--- config.mk ---
export PLATFORM = sky130hd
export DESIGN_NAME = diff_tabulator
export DESIGN_NICKNAME = d
export VERILOG_FILES = /design/src/rtl/dt_pkg.sv /design/src/rtl/dt_load_decode.sv /design/src/rtl/dt_column.sv /design/src/rtl/dt_seq.sv /design/src/rtl/diff_tabulator.sv
export SDC_FILE = /design/constraint.sdc
export NUM_CORES = 1
export LEC_CHECK = 0
export BUFFER_PORTS_ARGS = -buffer_cell sky130_fd_sc_hd__buf_2
export CAP_MARGIN = 20
export CORE_UTILIZATION = 30
export CTS_CLUSTER_DIAMETER = 30
export DETAILED_ROUTE_END_ITERATION = 10
export PLACE_DENSITY = 0.47
export SYNTH_ARGS = -nofsm -noshare
export SYNTH_HDL_FRONTEND = slang
export SYNTH_HIERARCHICAL = 1
export SYNTH_SLANG_ARGS = --single-unit
--- constraint.sdc ---
create_clock -name clk -period 4.6 [get_ports clk]
set_input_delay 0.46 -clock clk [delete_from_list [all_inputs] [get_ports clk]]
set_output_delay 0.46 -clock clk [all_outputs]
set_load 0.01 [all_outputs]
--- src/rtl/dt_pkg.sv ---
package dt_pkg;

  // Width of a select field able to name every column.
  function automatic int sel_width(input int ncol);
    return (ncol > 1) ? $clog2(ncol) : 1;
  endfunction

  // Column roles for the default quadratic configuration.
  typedef enum int {
    COL_VALUE = 0,
    COL_DIFF1 = 1,
    COL_DIFF2 = 2
  } col_role_e;

endpackage

--- src/rtl/dt_load_decode.sv ---
module dt_load_decode #(
  parameter int NCOL  = 3,
  parameter int SEL_W = 2
) (
  input  logic             clk,
  input  logic             rst,
  input  logic             load_en,
  input  logic [SEL_W-1:0] load_sel,
  output logic [NCOL-1:0]  load_hit
);

  // One strobe per column; codes beyond the last column hit nothing.
  always_comb begin
    for (int k = 0; k < NCOL; k++) begin
      load_hit[k] = load_en && (32'(load_sel) == k);
    end
  end

  AST_LOAD_ONEHOT: assert property (@(posedge clk) disable iff (rst)
    $onehot0(load_hit));
  AST_LOAD_OOR_IGNORED: assert property (@(posedge clk) disable iff (rst)
    (load_en && (32'(load_sel) >= NCOL)) |-> (load_hit == '0));

endmodule

--- src/rtl/dt_column.sv ---
module dt_column #(
  parameter int WIDTH  = 32,
  parameter bit IS_TOP = 1'b0
) (
  input  logic             clk,
  input  logic             rst,
  input  logic             step_go,
  input  logic             load_hit,
  input  logic [WIDTH-1:0] load_data,
  input  logic [WIDTH-1:0] addend,
  output logic [WIDTH-1:0] cur,
  output logic [WIDTH-1:0] nxt,
  output logic             carry_out
);

  // Wrapping add with the carry exposed as the top bit.
  function automatic logic [WIDTH:0] add_carry(input logic [WIDTH-1:0] a,
                                               input logic [WIDTH-1:0] b);
    return {1'b0, a} + {1'b0, b};
  endfunction

  generate
    if (IS_TOP) begin : g_const
      // Highest-order difference is a constant of the polynomial.
      assign nxt       = cur;
      assign carry_out = 1'b0;
    end else begin : g_accum
      logic [WIDTH:0] sum;
      assign sum       = add_carry(cur, addend);
      assign nxt       = sum[WIDTH-1:0];
      assign carry_out = sum[WIDTH];
    end
  endgenerate

  always_ff @(posedge clk) begin
    if (rst) begin
      cur <= '0;
    end else if (load_hit) begin
      cur <= load_data;
    end else if (step_go) begin
      cur <= nxt;
    end
  end

  AST_COL_LOAD: assert property (@(posedge clk) disable iff (rst)
    load_hit |=> (cur == $past(load_data)));

  generate
    if (IS_TOP) begin : g_top_chk
      AST_TOP_CONST: assert property (@(posedge clk) disable iff (rst)
        !load_hit |=> $stable(cur));
    end else begin : g_acc_chk
      AST_COL_STEP: assert property (@(posedge clk) disable iff (rst)
        (step_go && !load_hit) |=> (cur == WIDTH'($past(cur) + $past(addend))));
      AST_COL_HOLD: assert property (@(posedge clk) disable iff (rst)
        (!step_go && !load_hit) |=> $stable(cur));
    end
  endgenerate

endmodule

--- src/rtl/dt_seq.sv ---
module dt_seq #(
  parameter int IDX_W = 8
) (
  input  logic             clk,
  input  logic             rst,
  input  logic             load_en,
  input  logic             step_go,
  input  logic             any_carry,
  output logic             out_valid,
  output logic [IDX_W-1:0] out_index,
  output logic             overflow
);

  always_ff @(posedge clk) begin
    if (rst) begin
      out_valid <= 1'b0;
      out_index <= '0;
      overflow  <= 1'b0;
    end else begin
      out_valid <= step_go;
      if (load_en) begin
        out_index <= '0;
      end else if (step_go) begin
        out_index <= out_index + 1'b1;
      end
      if (step_go && any_carry) begin
        overflow <= 1'b1;
      end
    end
  end

  AST_VALID_AFTER_STEP: assert property (@(posedge clk) disable iff (rst)
    step_go |=> out_valid);
  AST_VALID_IDLE_LOW: assert property (@(posedge clk) disable iff (rst)
    !step_go |=> !out_valid);
  AST_LOAD_NO_VALID: assert property (@(posedge clk) disable iff (rst)
    load_en |=> (!out_valid && out_index == '0));
  AST_INDEX_ADVANCE: assert property (@(posedge clk) disable iff (rst)
    step_go |=> (out_index == IDX_W'($past(out_index) + 1'b1)));
  AST_OVF_STICKY: assert property (@(posedge clk) disable iff (rst)
    overflow |=> overflow);
  AST_OVF_SET: assert property (@(posedge clk) disable iff (rst)
    (step_go && any_carry) |=> overflow);

endmodule

--- src/rtl/diff_tabulator.sv ---
module diff_tabulator #(
  parameter int WIDTH = 32,
  parameter int ORDER = 2,
  parameter int IDX_W = 8,
  parameter int SEL_W = dt_pkg::sel_width(ORDER + 1)
) (
  input  logic             clk,
  input  logic             rst,
  input  logic             load_en,
  input  logic [SEL_W-1:0] load_sel,
  input  logic [WIDTH-1:0] load_data,
  input  logic             step,
  output logic             out_valid,
  output logic [WIDTH-1:0] out_value,
  output logic [IDX_W-1:0] out_index,
  output logic             overflow
);

  localparam int NCOL = ORDER + 1;

  // Named internal events, visible to the assertions.
  logic            step_go;
  logic [NCOL-1:0] load_hit;
  logic [NCOL-1:0] col_carry;
  logic            any_carry;

  // A load in the same cycle discards the step.
  assign step_go   = step && !load_en;
  assign any_carry = |col_carry;

  dt_load_decode #(
    .NCOL  (NCOL),
    .SEL_W (SEL_W)
  ) i_decode (
    .clk      (clk),
    .rst      (rst),
    .load_en  (load_en),
    .load_sel (load_sel),
    .load_hit (load_hit)
  );

  // Column 0 is the value; column k the k-th difference. Each column adds
  // the freshly updated value of the column above it.
  generate
    for (genvar k = 0; k < NCOL; k++) begin : g_col
      logic [WIDTH-1:0] cur;
      logic [WIDTH-1:0] nxt;
      logic [WIDTH-1:0] addend;
      logic             carry;

      if (k == NCOL - 1) begin : g_top_src
        assign addend = '0;
      end else begin : g_chain_src
        assign addend = g_col[k+1].nxt;
      end

      dt_column #(
        .WIDTH  (WIDTH),
        .IS_TOP (k == NCOL - 1)
      ) i_col (
        .clk       (clk),
        .rst       (rst),
        .step_go   (step_go),
        .load_hit  (load_hit[k]),
        .load_data (load_data),
        .addend    (addend),
        .cur       (cur),
        .nxt       (nxt),
        .carry_out (carry)
      );

      assign col_carry[k] = carry;
    end
  endgenerate

  assign out_value = g_col[0].cur;

  dt_seq #(
    .IDX_W (IDX_W)
  ) i_seq (
    .clk       (clk),
    .rst       (rst),
    .load_en   (load_en),
    .step_go   (step_go),
    .any_carry (any_carry),
    .out_valid (out_valid),
    .out_index (out_index),
    .overflow  (overflow)
  );

  AST_VALUE_FOLLOWS_LOAD: assert property (@(posedge clk) disable iff (rst)
    (load_en && 32'(load_sel) == 0) |=> (out_value == $past(load_data)));
  AST_VALUE_HOLD_IDLE: assert property (@(posedge clk) disable iff (rst)
    (!load_en && !step) |=> $stable(out_value));
  AST_RESET_CLEAR: assert property (@(posedge clk)
    $past(rst) |-> (out_value == '0 && !out_valid && out_index == '0 && !overflow));

endmodule

==> flow_summary.toml <==
[run_status]
status = "complete, no violations"

[die]
core.rowCount = 60
dieArea_sq_um = 28400
core_area_sq_um = 27100
die_h_microns = 168
pin_count = 80
start_util = 0.307
die_w_microns = 168

[finish]
diodes = 0
multiInputGateArea_sq_um = 5630
postLayoutCoreUtil = 0.350
register_area_sq_um = 2120
nets = 1213
area_growth_pct = 14.2
fillers = 2904
fin_cells = 1484
drive_gt1_frac = 0.183

[drt]
viasPerCell = 5.14
wirelength_microns = 26000
vias = 7633
drtAntennaViolNets = 0
drt-pass1-iter-count = 4
wl_per_cell_microns = 17.5
drc = 0
drtIter0Drc = 454

[grt]
grtUsageTotal = 0.186
grt_pass1_wl_microns = 41200
grt_max_degree = 79
first_global_vias = 7342
grt_antenna_before_repair = 0
gr-total-overflow = 0

[worst_setup_path]
required_ns = 4.82
cp_max_fo = 5
worstSetupPathType = "register to register"
critPathArrivalTime_ns = 4.63
critical_path.endpoint = "i_seq/overflow"
ff2ff_setup_slack_ns = 0.19
r2r-end = "i_seq/overflow"
cp-startpoint = "g_col[2].i_col/cur[6]"
r2r_start = "g_col[2].i_col/cur[6]"
end_kind = "register"
crit_path_start_kind = "register"
reg2reg_depth = 20

[place]
io_buffers = 79
detailedPlace.worstSlack_ns = -0.161
place_hpwl_microns = 19600
dp_cells = 1465
globalplace.congestion = 0.874

[logic_synthesis]
ys_warn_count = 6
syn_avg_cell_area_sq_um = 7.90
synth_nets = 1158
syn_inst = 1053
synth_area_sq_um = 8310

[timing]
fmax_mhz = 227
setup_ws_ns = 0.188
holdWs_ns = 0.368
worst_slew_pin_slew_ns = 1.10
fin_skew_ns = 0.00955
hold_viol = 0
relSlewSlack = 0.264
drv_slew = 0
setup_violations = 0
post-route-period-util = 0.959
fin_crit_ns = 4.41

[clocking]
clock_sinks = 106
cts_buffer_depth = 2
insertion_delay_ns = 0.36
cts_tree = "built"
clk_pin_slew_ns = 0.08
root_buffer = "clkbuf_16"
htree_levels = 3
cts_inserted_buffers = 9
holdBufCountCts = 0

[power_and_ir_drop]
power_density_nw_per_um2 = 269
peakVddDrop_uv = 119
total_leakage_power_nw = 4.22

[flow_run]
maxCapViolations = 0

[min_path]
hold_path.class = "input port to register"
[power breakdown]
group / switching (W) / leakage [nW] / internal (W) / total, W
sequential: 0.0000403 / 0.865 / 0.000966 / 0.00101
clock: 0.000378 / 0.163 / 0.000531 / 0.000909
combinational: 0.000373 / 3.20 / 0.000261 / 0.000634
total: 0.000792 / 4.22 / 0.00176 / 0.00255
[layout make-up]
| class | instances | area share |
|---|---|---|
| Clock buffer | 10 | 0.0241 |
| Clock inverter | 5 | 0.0109 |
| Inverter | 29 | 0.0115 |
| Multi-Input combinational cell | 825 | 0.593 |
| Sequential cell | 106 | 0.224 |
| Tap cell | 372 | 0.0490 |
| Timing Repair Buffer | 137 | 0.0878 |
[cells in the final DEF, fill, tap and decap left out, drive strengths merged, types with 4 or more instances in the layout]
cell and n:
mux2i 48, o21a 17, a211oi 21, dfxtp 106, a31oi 14, xor2 25, ha 65, o211ai 9
nand2 89, nor2b 10, nor2 138, mux2 10, clkbuf 10, o21ai 39, and3 4, a21oi 120
nor3b 11, nand3 13, nand2b 4, nor3 15, o22ai 9, nand4 15, o31a 4, or3 13
a211o 5, a21o 22, or2 5, inv 29, buf 137, a221oi 9, xnor2 29, o21bai 7
a21boi 6
[repair_timing]
| action | CTS | global route |
|---|---|---|
| setup buffers | 0 | 4 |
| resized for setup | 5 | 12 |
| pin swaps | 4 | 18 |
| setup endpoints to repair | 1 | 5 |
[metal layers]
metal  share of wire  up-vias  GRT usage
li1                -     3857          -
met2            0.46      147      0.302
met5               0        -          0
met4           0.015        0     0.0553
met1            0.49     3610      0.259
met3           0.030       19     0.0175
[sequential cells by signal, indices dropped and copies added, names as in the netlist]
signal and count:
i_seq/out_index 8, i_seq/overflow 1, i_seq/out_valid 1, g_col.i_col/cur 96
[metrics by stage]
step,total power [W],instance area [sq um],TNS (ns)
final,0.00255,9500,0
after global routing,0.00268,9500,-0.00388
after CTS,0.00258,9410,0
after detailed placement,0.00165,9060,-0.161
after global placement,0.00165,9060,-0.120
after floorplan,0.00145,8310,0
[how the worst min path moves through the flow]
stage / to / slack (ns) / start / cells after the start
floorplan: g_col[1].i_col/cur[20] / 0.45 / g_col[1].i_col/cur[20] / 2
global placement: i_seq/overflow / 0.46 / i_seq/overflow / 2
detailed placement: i_seq/overflow / 0.46 / i_seq/overflow / 2
CTS: g_col[2].i_col/cur[11] / 0.36 / load_data[11] / 3
global route: g_col[2].i_col/cur[10] / 0.38 / load_data[10] / 3
finish: g_col[0].i_col/cur[8] / 0.37 / load_data[8] / 3
[worst max-delay path, cell delays in order (launching register included)]
cell and delay, ns:
dfxtp_1 0.32, ha_1 0.31, a211o_1 0.29, a2111o_1 0.34, o21ai_4 0.22, o311ai_4 0.14
a21o_2 0.25, a21o_2 0.20, and2_1 0.16, ha_1 0.32, buf_4 0.17, nand2_1 0.08
a21oi_1 0.07, a21bo_2 0.22, a311o_1 0.32, a21oi_2 0.14, nand3b_1 0.14, a31oi_1 0.07
or3_1 0.33, a21oi_2 0.13, nor2_1 0.05
Power figures use the tool's default switching activity.
